===== config.mk =====
export PLATFORM = sky130hd
export DESIGN_NAME = flash_cmd_decoder
export DESIGN_NICKNAME = d
export VERILOG_FILES = /design/src/rtl/flash_cmd_pkg.sv /design/src/rtl/fcd_match.sv /design/src/rtl/fcd_mode.sv /design/src/rtl/fcd_seq.sv /design/src/rtl/flash_cmd_decoder.sv
export SDC_FILE = /design/constraint.sdc
export NUM_CORES = 1
export LEC_CHECK = 0
export ABC_CLOCK_PERIOD_IN_PS = 4050
export BUFFER_PORTS_ARGS = -buffer_cell sky130_fd_sc_hd__buf_2
export CAP_MARGIN = 10
export CELL_PAD_IN_SITES_DETAIL_PLACEMENT = 1
export CELL_PAD_IN_SITES_GLOBAL_PLACEMENT = 2
export CORE_ASPECT_RATIO = 0.75
export CORE_MARGIN = 5
export CORE_UTILIZATION = 35
export CTS_BUF_LIST = sky130_fd_sc_hd__clkbuf_8
export CTS_CLUSTER_DIAMETER = 100
export CTS_CLUSTER_SIZE = 28
export DETAILED_ROUTE_END_ITERATION = 8
export PLACE_DENSITY_LB_ADDON = 0.1
export SLEW_MARGIN = 0
export SYNTH_ARGS = -nofsm -noshare
export SYNTH_HDL_FRONTEND = slang
export SYNTH_SLANG_ARGS = --single-unit

===== constraint.sdc =====
create_clock -name clk -period 4.05 [get_ports clk]
set_input_delay 0.81 -clock clk [delete_from_list [all_inputs] [get_ports clk]]
set_output_delay 0.81 -clock clk [all_outputs]
set_load 0.05 [all_outputs]

===== src/rtl/flash_cmd_pkg.sv =====
package flash_cmd_pkg;
  typedef enum logic [2:0] {
    ST_IDLE, ST_UNL1, ST_UNL2, ST_PROG, ST_ERA1, ST_ERA2, ST_ERA3
  } step_e;

  typedef enum logic [1:0] {MD_ARRAY, MD_ID, MD_CFI} mode_e;

  localparam logic [1:0] RM_ARRAY = 2'd0;
  localparam logic [1:0] RM_ID    = 2'd1;
  localparam logic [1:0] RM_CFI   = 2'd2;
  localparam logic [1:0] RM_SUSP  = 2'd3;

  localparam logic [7:0] C_UNLK_A = 8'hAA;
  localparam logic [7:0] C_UNLK_B = 8'h55;
  localparam logic [7:0] C_ID     = 8'h90;
  localparam logic [7:0] C_PROG   = 8'hA0;
  localparam logic [7:0] C_ERASE  = 8'h80;
  localparam logic [7:0] C_CHIP   = 8'h10;
  localparam logic [7:0] C_SECT   = 8'h30;
  localparam logic [7:0] C_RST    = 8'hF0;
  localparam logic [7:0] C_SUSP   = 8'hB0;
  localparam logic [7:0] C_CFI    = 8'h98;

  localparam logic [11:0] A_FIRST  = 12'h555;
  localparam logic [11:0] A_SECOND = 12'h2AA;
  localparam logic [11:0] A_QUERY  = 12'h055;

  typedef struct packed {
    logic unl_a, unl_b, id, prog, erase, chip, sect, rst, susp, cfi;
  } hit_t;

  typedef struct packed {
    logic prog, chip, sect, id, cfi, rst, susp, resume;
  } ev_t;
endpackage


===== src/rtl/fcd_match.sv =====
module fcd_match
  import flash_cmd_pkg::*;
#(
  parameter int ADDR_W = 19,
  parameter int CMP_W  = 12
) (
  input  logic [ADDR_W-1:0] addr,
  input  logic [7:0]        data,
  output hit_t              hit
);
  localparam logic [CMP_W-1:0] K_FIRST  = CMP_W'(A_FIRST);
  localparam logic [CMP_W-1:0] K_SECOND = CMP_W'(A_SECOND);
  localparam logic [CMP_W-1:0] K_QUERY  = CMP_W'(A_QUERY);

  logic [CMP_W-1:0] lo;
  logic at_first;
  assign lo       = addr[CMP_W-1:0];
  assign at_first = (lo == K_FIRST);

  always_comb begin
    hit.unl_a = at_first && (data == C_UNLK_A);
    hit.unl_b = (lo == K_SECOND) && (data == C_UNLK_B);
    hit.id    = at_first && (data == C_ID);
    hit.prog  = at_first && (data == C_PROG);
    hit.erase = at_first && (data == C_ERASE);
    hit.chip  = at_first && (data == C_CHIP);
    hit.sect  = (data == C_SECT);
    hit.rst   = (data == C_RST);
    hit.susp  = (data == C_SUSP);
    hit.cfi   = (lo == K_QUERY) && (data == C_CFI);
  end
endmodule


===== src/rtl/fcd_mode.sv =====
module fcd_mode
  import flash_cmd_pkg::*;
(
  input  logic       clk,
  input  logic       rst_n,
  input  ev_t        ev,
  input  logic       op_fail,
  output logic       in_array,
  output logic       allow_cfi,
  output logic       susp_q,
  output logic [1:0] read_mode
);
  mode_e mode_q;

  always_ff @(posedge clk or negedge rst_n) begin
    if (!rst_n) begin
      mode_q <= MD_ARRAY;
      susp_q <= 1'b0;
    end else begin
      if (ev.rst) begin
        mode_q <= MD_ARRAY;
        if (op_fail) susp_q <= 1'b0;
      end else if (ev.id) begin
        mode_q <= MD_ID;
      end else if (ev.cfi) begin
        mode_q <= MD_CFI;
      end
      if (ev.susp)   susp_q <= 1'b1;
      if (ev.resume) susp_q <= 1'b0;
    end
  end

  assign in_array  = (mode_q == MD_ARRAY);
  assign allow_cfi = (mode_q != MD_CFI);

  always_comb begin
    unique case (mode_q)
      MD_ID:   read_mode = RM_ID;
      MD_CFI:  read_mode = RM_CFI;
      default: read_mode = susp_q ? RM_SUSP : RM_ARRAY;
    endcase
  end

  assert_susp_src_R8: assert property (@(posedge clk) disable iff (!rst_n)
    (susp_q && !$past(susp_q)) |-> $past(ev.susp));
  assert_reset_keeps_susp_R10: assert property (@(posedge clk) disable iff (!rst_n)
    (ev.rst && susp_q && !op_fail) |=> (read_mode == RM_SUSP));
  assert_fail_clears_R12: assert property (@(posedge clk) disable iff (!rst_n)
    (ev.rst && op_fail) |=> (read_mode == RM_ARRAY));
endmodule


===== src/rtl/fcd_seq.sv =====
module fcd_seq
  import flash_cmd_pkg::*;
#(
  parameter int ADDR_W = 19,
  parameter int SECT_W = 3
) (
  input  logic              clk,
  input  logic              rst_n,
  input  logic              wr_valid,
  input  logic [ADDR_W-1:0] wr_addr,
  input  logic [7:0]        wr_data,
  input  hit_t              hit,
  input  logic              op_busy,
  input  logic              op_fail,
  input  logic              erase_busy,
  input  logic              in_array,
  input  logic              allow_cfi,
  input  logic              susp_q,
  output ev_t               ev,
  output logic              start_prog,
  output logic [ADDR_W-1:0] prog_addr,
  output logic [7:0]        prog_data,
  output logic              start_chip_erase,
  output logic              add_erase_sector,
  output logic [SECT_W-1:0] erase_sector,
  output logic              suspend,
  output logic              resume,
  output logic              cmd_reset
);
  step_e step_q, step_d;
  logic  locked;

  assign locked = op_busy && !op_fail;

  always_comb begin
    ev     = '0;
    step_d = step_q;
    if (wr_valid) begin
      if (locked) begin
        ev.susp = hit.susp && erase_busy && !susp_q;
      end else if (op_fail) begin
        if (hit.rst) begin
          ev.rst = 1'b1;
          step_d = ST_IDLE;
        end
      end else if (hit.rst) begin
        ev.rst = 1'b1;
        step_d = ST_IDLE;
      end else begin
        step_d = ST_IDLE;
        unique case (step_q)
          ST_IDLE: begin
            if (hit.unl_a)                      step_d = ST_UNL1;
            else if (hit.sect && susp_q && in_array) ev.resume = 1'b1;
            else if (hit.cfi && allow_cfi)      ev.cfi = 1'b1;
          end
          ST_UNL1: if (hit.unl_b) step_d = ST_UNL2;
          ST_UNL2: begin
            if (hit.id)                                ev.id = 1'b1;
            else if (hit.prog && in_array)             step_d = ST_PROG;
            else if (hit.erase && in_array && !susp_q) step_d = ST_ERA1;
          end
          ST_PROG: ev.prog = 1'b1;
          ST_ERA1: if (hit.unl_a) step_d = ST_ERA2;
          ST_ERA2: if (hit.unl_b) step_d = ST_ERA3;
          ST_ERA3: begin
            if (hit.chip)      ev.chip = 1'b1;
            else if (hit.sect) ev.sect = 1'b1;
          end
          default: step_d = ST_IDLE;
        endcase
      end
    end
  end

  always_ff @(posedge clk or negedge rst_n) begin
    if (!rst_n) begin
      step_q           <= ST_IDLE;
      start_prog       <= 1'b0;
      start_chip_erase <= 1'b0;
      add_erase_sector <= 1'b0;
      suspend          <= 1'b0;
      resume           <= 1'b0;
      cmd_reset        <= 1'b0;
      prog_addr        <= '0;
      prog_data        <= '0;
      erase_sector     <= '0;
    end else begin
      step_q           <= step_d;
      start_prog       <= ev.prog;
      start_chip_erase <= ev.chip;
      add_erase_sector <= ev.sect;
      suspend          <= ev.susp;
      resume           <= ev.resume;
      cmd_reset        <= ev.rst;
      if (ev.prog) begin
        prog_addr <= wr_addr;
        prog_data <= wr_data;
      end
      if (ev.sect) erase_sector <= wr_addr[ADDR_W-1 -: SECT_W];
    end
  end

  assert_busy_lock_R8: assert property (@(posedge clk) disable iff (!rst_n)
    (wr_valid && op_busy && !op_fail) |=>
      !(start_prog || start_chip_erase || add_erase_sector || resume || cmd_reset));
  assert_one_strobe_R11: assert property (@(posedge clk) disable iff (!rst_n)
    $onehot0({start_prog, start_chip_erase, add_erase_sector, suspend, resume, cmd_reset}));
  assert_prog_after_arm_R3: assert property (@(posedge clk) disable iff (!rst_n)
    start_prog |-> $past(step_q == ST_PROG && wr_valid));
  assert_resume_needs_susp_R9: assert property (@(posedge clk) disable iff (!rst_n)
    resume |-> $past(susp_q));
  assert_fail_only_reset_R12: assert property (@(posedge clk) disable iff (!rst_n)
    (wr_valid && op_fail) |=>
      !(start_prog || start_chip_erase || add_erase_sector || suspend || resume));
endmodule


===== src/rtl/flash_cmd_decoder.sv =====
module flash_cmd_decoder
  import flash_cmd_pkg::*;
#(
  parameter int ADDR_W = 19,
  parameter int SECT_W = 3,
  parameter int CMP_W  = 12
) (
  input  logic              clk,
  input  logic              rst_n,
  input  logic              wr_valid,
  output logic              wr_ready,
  input  logic [ADDR_W-1:0] wr_addr,
  input  logic [7:0]        wr_data,
  input  logic              op_busy,
  input  logic              erase_busy,
  input  logic              op_fail,
  output logic              start_prog,
  output logic [ADDR_W-1:0] prog_addr,
  output logic [7:0]        prog_data,
  output logic              start_chip_erase,
  output logic              add_erase_sector,
  output logic [SECT_W-1:0] erase_sector,
  output logic              suspend,
  output logic              resume,
  output logic              cmd_reset,
  output logic [1:0]        read_mode
);
  hit_t hit;
  ev_t  ev;
  logic in_array, allow_cfi, susp_q;

  assign wr_ready = 1'b1;

  fcd_match #(.ADDR_W(ADDR_W), .CMP_W(CMP_W)) u_match (
    .addr(wr_addr), .data(wr_data), .hit(hit)
  );

  fcd_seq #(.ADDR_W(ADDR_W), .SECT_W(SECT_W)) u_seq (
    .clk(clk), .rst_n(rst_n), .wr_valid(wr_valid), .wr_addr(wr_addr),
    .wr_data(wr_data), .hit(hit), .op_busy(op_busy), .op_fail(op_fail),
    .erase_busy(erase_busy), .in_array(in_array), .allow_cfi(allow_cfi),
    .susp_q(susp_q), .ev(ev), .start_prog(start_prog), .prog_addr(prog_addr),
    .prog_data(prog_data), .start_chip_erase(start_chip_erase),
    .add_erase_sector(add_erase_sector), .erase_sector(erase_sector),
    .suspend(suspend), .resume(resume), .cmd_reset(cmd_reset)
  );

  fcd_mode u_mode (
    .clk(clk), .rst_n(rst_n), .ev(ev), .op_fail(op_fail),
    .in_array(in_array), .allow_cfi(allow_cfi), .susp_q(susp_q),
    .read_mode(read_mode)
  );

  assert_ready_R1: assert property (@(posedge clk) disable iff (!rst_n) wr_ready);
endmodule


* After elaboration in Yosys (flattened, before gate mapping)
Cells that the tools add are included.
** Storage, ports and cells
- Output and inout bits :: 39
- Word-level logic and storage cells :: 104
- Input bits :: 33
- Register bits after elaboration :: 42
** Operators by class
- Mux-type cells :: 43
- Reductions and logical operators :: 25
- Eq/ne operators :: 23
- Bitwise logic cells :: 1
** Operators by type and width (number)
- 8-bit == test, second input constant :: 7
- 3-bit 2-to-1 mux :: 8
- 1-bit 2-to-1 mux :: 23
- 1-bit logical AND :: 16
- 3-bit one-hot mux with 5 select lines :: 1
- 12-bit by 10-bit == test with 1-bit output, second input constant :: 1
- 12-bit by 11-bit == test with 1-bit output, second input constant :: 1
- 12-bit by 7-bit == test with 1-bit output, second input constant :: 1
- 2-bit 2-to-1 mux :: 6
- 5-bit 2-to-1 mux :: 2
- 3-bit == test, second input constant :: 3
- 3-bit nonzero test :: 3
- 8-bit by 5-bit == test with 1-bit output, second input constant :: 1
- 8-bit by 6-bit == test with 1-bit output, second input constant :: 1
- 8-bit by 7-bit == test with 1-bit output, second input constant :: 1
- 8-bit 2-to-1 mux :: 1
- 3-bit by 2-bit == test with 1-bit output, second input constant :: 2
- 6-bit 2-to-1 mux :: 1
- 2-bit one-hot mux with 2 select lines :: 1
- 3-bit by 1-bit == test with 1-bit output, second input constant :: 1
- 3-bit zero test :: 1
- 3-bit AND reduction :: 1
- 2-bit by 1-bit == test with 1-bit output, second input constant :: 1
- 2-bit == test, second input constant :: 1
- 6 further kinds :: 7

* Depth between registers and ports, before layout
- Word-level depth :: 14
- Mapped depth :: 6
- Gate-level depth less buffers :: 6

* Hierarchy
Synthesis repeated with hierarchy kept, for this count alone.
** Second synthesis, totals
- Cell total of the unflattened synthesis :: 169
- Area total of the unflattened synthesis :: 2135.8 sq um
** Modules (own cells, without submodules)
- fcd_seq :: times used 1, area an instance 1679.1 sq um, sequential area each 975.9 sq um, cells an instance 111
- fcd_match :: times used 1, area an instance 247.7 sq um, sequential area each 0.0 sq um, cells an instance 33
- fcd_mode :: times used 1, area an instance 197.7 sq um, sequential area each 75.1 sq um, cells an instance 23
- flash_cmd_decoder :: times used 1, area an instance 11.3 sq um, sequential area each 0.0 sq um, cells an instance 2

* Worst setup path before layout
No wires, ideal clock.
- Path type :: input -> register
- Start point :: in wr_data[1]
- End point :: reg u_seq.prog_addr[13]
- Arrival time :: 2.200 ns
- Path slack :: 1.725 ns
- Required time :: 3.925 ns
- Buffers on the path :: 2
- Stages on the path :: 6
- Cell sequence :: or4_4 -> nor3_4 -> nor4b_1 -> buf_6 -> buf_6 -> mux2_4
** RTL lines
- start: declaration :: RTL line flash_cmd_decoder.sv:13 : input logic [7:0] wr_data,
- end signal: assignment :: RTL line fcd_seq.sv:97 : prog_addr <= wr_addr;
- end: declaration :: RTL line fcd_seq.sv:21 : output logic [ADDR_W-1:0] prog_addr,

* Worst setup path in the final report
- Start point :: in wr_addr[7]
- End point :: reg u_mode.mode_q[1]
** Between the ends
- Cells in the longest elaborated chain, start to end :: 12
- Elaborated cells between the ends (all ways) :: 19
- Those cells by class :: 2 x eq/ne; 12 x mux; 5 x reduce/logical
** RTL lines
- start: declaration :: RTL line flash_cmd_decoder.sv:12 : input logic [ADDR_W-1:0] wr_addr,
- 12-bit by 7-bit == test with 1-bit output :: RTL line fcd_match.sv:30 : hit.cfi = (lo == K_QUERY) && (data == C_CFI);
- 1-bit logical AND :: RTL line fcd_match.sv:30
- 1-bit logical AND :: RTL line fcd_seq.sv:55 : else if (hit.cfi && allow_cfi) ev.cfi = 1'b1;
- 1-bit 2-to-1 mux :: RTL line fcd_seq.sv:55
- 1-bit 2-to-1 mux :: RTL line fcd_seq.sv:54 : else if (hit.sect && susp_q && in_array) ev.resume = 1'b1;
- 1-bit 2-to-1 mux :: RTL line fcd_seq.sv:53 : if (hit.unl_a) step_d = ST_UNL1;
- 1-bit 2-to-1 mux :: RTL line fcd_seq.sv:51 : unique case (step_q)
- 5-bit 2-to-1 mux * :: RTL line fcd_seq.sv:46 : end else if (hit.rst) begin
- 5-bit 2-to-1 mux * :: RTL line fcd_seq.sv:41 : end else if (op_fail) begin
- 6-bit 2-to-1 mux * :: RTL line fcd_seq.sv:39 : if (locked) begin
- 8-bit 2-to-1 mux * :: RTL line fcd_seq.sv:38 : if (wr_valid) begin
- 3-bit nonzero test (no line)
- end signal: assignment :: RTL line fcd_mode.sv:21 : mode_q <= MD_ARRAY;
- end signal: assignment :: RTL line fcd_mode.sv:24 : mode_q <= MD_ID;
- end signal: assignment :: RTL line fcd_mode.sv:26 : mode_q <= MD_CFI;
- end: declaration :: RTL line fcd_mode.sv:13 : mode_e mode_q;
Mark *: on every way between the ends. The rest lies on a longest branch, timed or not.
A chain may end at the register's enable or synchronous reset.

==> metrics.md <==
| Metric | Value |
|---|---|
| Initial core utilization | 0.3577 |
| Pwr/cell area | 309.6 mW/mm^2 |
| FF-to-FF End | u_seq.prog_addr[1]$_DFFE_PN0P_ |
| Max_slew headroom | 0.3744 |
| Main flop type after synthesis | dfrtp_1 |
| Initial antenna violation count | 0 |
| Leak pwr | 1.364 nW |
| Chip width | 98.87 microns |
| CP Class | input port to register |
| Multi-input logic area | 963.4 sq um |
| RSZ-0062 raised after global routing | false |
| Synth Area in XOR/XNOR | 0 |
| Yosys top cell area share | 0.5069 |
| Commonest non-fill, non-tap cells in the layout | buf_2, dfrtp_1, mux2_4, nor2_1, nand2_1 |
| Switching pwr | 0.1839 mW |
| CTS Hold Buffers Added | 0 |
| Post-Synth Adder-Cell Area | 0.01811 |
| 1st-pass router iterations | 4 |
| Final setup violation count | 0 |
| 1st-iter DRT viols | 54 |
| Post-DP HPWL | 4559 microns |
| Final Hold Fails | 0 |
| Pwr Total | 0.8032 mW |
| Vias | 1603 |
| Critical Path, Cell by Cell | buf_2 -> nor4bb_1 -> nand4_1 -> or4_1 -> o21ai_0 -> nor2_1 |
| Synth Instances | 168 |
| DRC viols | 0 |
| Nature of the critical path endpoint | register |
| CTS buffer count | 5 |
| Sequential power share | 0.522 |
| Measured slew at the worst slew-check pin | 0.9384 ns |
| H-tree depth | 2 |
| CP max stage cell | or4_1 |
| Avg Inst Size Synth | 12.34 sq um |
| Area added between synthesis and finish | 25.11% |
| Final Core Density | 0.4475 |
| FFs w/ async S/R, synth | 1.000 |
| Outcome | finished clean |
| Final hold slack | 0.5087 ns |
| Synth Area in Compound Gates | 0.03561 |
| Worst skew pair latency | 0.29 ns |
| IO buf count | 70 |
| Post-synthesis cell area | 0.002073 sq mm |
| Drt wl/cell | 17.93 microns |
| Die height | 76.66 microns |
| Flops & latches, synth | 42 |
| Root Driver | clkbuf_8 |
| Fmax achieved | 414.8 MHz |
| GPL Wtd Cong | 0.7898 |
| Clock Power Share | 0.409 |
| Setup crit end | u_mode.mode_q[1]$_DFFE_PN0P_ |
| CP max FO | 6 |
| Slowest stage delay, CP | 0.63 ns |
| Simple-gate area share of the yosys netlist | 0.2088 |
| Register area share after synthesis | 0.5069 |
| Cell count of the worst reg-to-reg path | 4 |
| Layout cells sized above 1 | 0.4793 |
| Final non-filler cell total | 320 |
| Register Area | 0.001051 sq mm |
| Grt ovf | 0 |
| Full die area | 0.007579 sq mm |
| Total Wirelength | 5737 microns |
| I/O pin count | 72 |
| Netlist cell types | 39 |
| Final slew viol count | 0 |
| Largest family of logic cells by synthesized area | simple AND/OR/NAND/NOR gates |
| Vias in the first global route | 1730 |
| Final worst clock skew | 0.005566 ns |
| Peak supply drop | 0.1860 mV |
| Largest net degree at the start of global routing | 43 |
| Period utilization | 0.5952 |
| Worst path depth | 6 |
| Pint | 0.6192 mW |
| Setup TNS Final | 0 ns |
| Post-place setup slack | 1.334 ns |
| Fill cells | 638 |
| Startpoint Class | input port |
| Worst-case clock buffer depth | 2 |
| First-pass GRT wire length | 9397 microns |
| Placed instance area | 0.002485 sq mm |
| Setup bufs post-CTS | 0 |
| CP top delay family | simple AND/OR/NAND/NOR gates |
| Commonest non-fill, non-tap cell in the layout | buf_2 |
| ANT cells | 0 |
| Final min period | 2.411 ns |
| Register-to-register setup slack | 2.17 ns |
| Proportion of synthesized area in mux cells | 0.1973 |
| Core Region | 0.005796 sq mm |
| Routed vias/inst | 5.009 |
| Cells after DPL | 312 |
| Buf/Inv on CP | 1 |
| Clock slew at reported path FFs | 0.08 ns |
| Design area | 0.002594 sq mm |
| Type of the tightest min-delay check | register to register |
| Synth Warn # | 0 |
| Switching Fraction | 0.2290 |
| Leading area contributor after synthesis | dfrtp_1 |
| Tot GR Track Use | 0.1573 |
| Crit path required time | 4.24 ns |
| Synth area leaders | dfrtp_1, mux2_4, mux2_2 |
| Max-cap violations | 0 |
| Combinational share of power | 0.069 |
| Worst Setup SP | wr_addr[7] |
| Post-DRT Antenna Nets | 0 |
| EDFF count, synth | 0 |
| Syn nets | 204 |
| # nets final | 277 |
| Placement Rows | 24 |
| CTS Sinks | 42 |
| Setup slack after layout | 1.639 ns |
| # resized after CTS | 0 |
| Worst reg2reg startpoint | u_seq.step_q[1]$_DFFE_PN0P_ |
| Arrival @ worst endpoint | 2.60 ns |
| CTS tree | yes |
-- synth_stat cells, types with 2 or more instances --
cell,n
mux2_2,11
and3b_1,2
nand3_1,5
ha_1,3
or2_2,2
and3_1,2
buf_6,2
nor4_1,5
nand4_1,6
or4_1,3
nor2_1,15
inv_1,4
o21ai_0,5
a21oi_1,2
nand2_1,12
mux2_4,19
nor4bb_1,2
dfrtp_1,42
a31oi_1,2
nand2b_1,4
nor2b_1,2
-- how the worst min path moves through the flow --
stage / slack [ns] / cells past startpoint / end / from
floorplan: 0.48 / 1 / u_seq.suspend$_DFF_PN0_ / u_mode.susp_q$_DFFE_PN0P_
global placement: 0.48 / 1 / u_seq.erase_sector[0]$_DFFE_PN0P_ / u_seq.erase_sector[0]$_DFFE_PN0P_
detailed placement: 0.49 / 1 / u_seq.prog_addr[7]$_DFFE_PN0P_ / u_seq.prog_addr[7]$_DFFE_PN0P_
CTS: 0.51 / 1 / u_seq.prog_addr[7]$_DFFE_PN0P_ / u_seq.prog_addr[7]$_DFFE_PN0P_
global route: 0.52 / 1 / u_seq.prog_addr[7]$_DFFE_PN0P_ / u_seq.prog_addr[7]$_DFFE_PN0P_
finish: 0.51 / 1 / u_seq.erase_sector[0]$_DFFE_PN0P_ / u_seq.erase_sector[0]$_DFFE_PN0P_
-- per-layer routing --
metal / GRT usage / wire length, microns / up-vias
met3: 0.04352 / 321 / 2
li1: - / - / 759
met5: 0 / 0 / -
met4: 0.04093 / 29 / 0
met2: 0.2466 / 2687 / 46
met1: 0.2141 / 2699 / 796
-- kinds of logic after synthesis --
kind of cell / Yosys count
compound gates: 12
fa+ha+maj: 3
buf+inv: 9
flops: 42
mux: 30
other cells: 1
simple gates: 71
-- sequential cells by signal (all words and copies together), names as in the netlist --
name and count:
u_mode.mode_q 2, u_mode.susp_q 1, u_seq.add_erase_sector 1, u_seq.cmd_reset 1, u_seq.erase_sector 3, u_seq.prog_addr 19, u_seq.prog_data 8, u_seq.resume 1
u_seq.start_chip_erase 1, u_seq.start_prog 1, u_seq.step_q 3, u_seq.suspend 1
-- power groups by stage --
stage          registers [mW]  logic (mW)  clock network, mW
3_3_place_gp            0.428      0.0535                  0
6_report                0.419      0.0552              0.329
3_5_place_dp            0.428      0.0559                  0
2_1_floorplan           0.428      0.0177                  0
5_1_grt                 0.419      0.0619              0.359
4_1_cts                 0.419      0.0560              0.338
-- area by class of cell --
cell class / count / share of cell area
Inverter: 4 / 0.005789
Sequential cell: 42 / 0.4052
Clock buffer: 5 / 0.02653
Clock inverter: 3 / 0.01544
Tap cell: 78 / 0.03763
Timing Repair Buffer: 71 / 0.1380
Multi-Input combinational cell: 117 / 0.3714
-- worst reg2reg max path: cells and delay by family, from the launching register on --
family        cells  cell delay [ns]
mux               1             0.42
simple gates      2             0.38
flops             1             0.52
buf+inv           1             0.45
No activity file was read; power rests on OpenSTA's default activity.
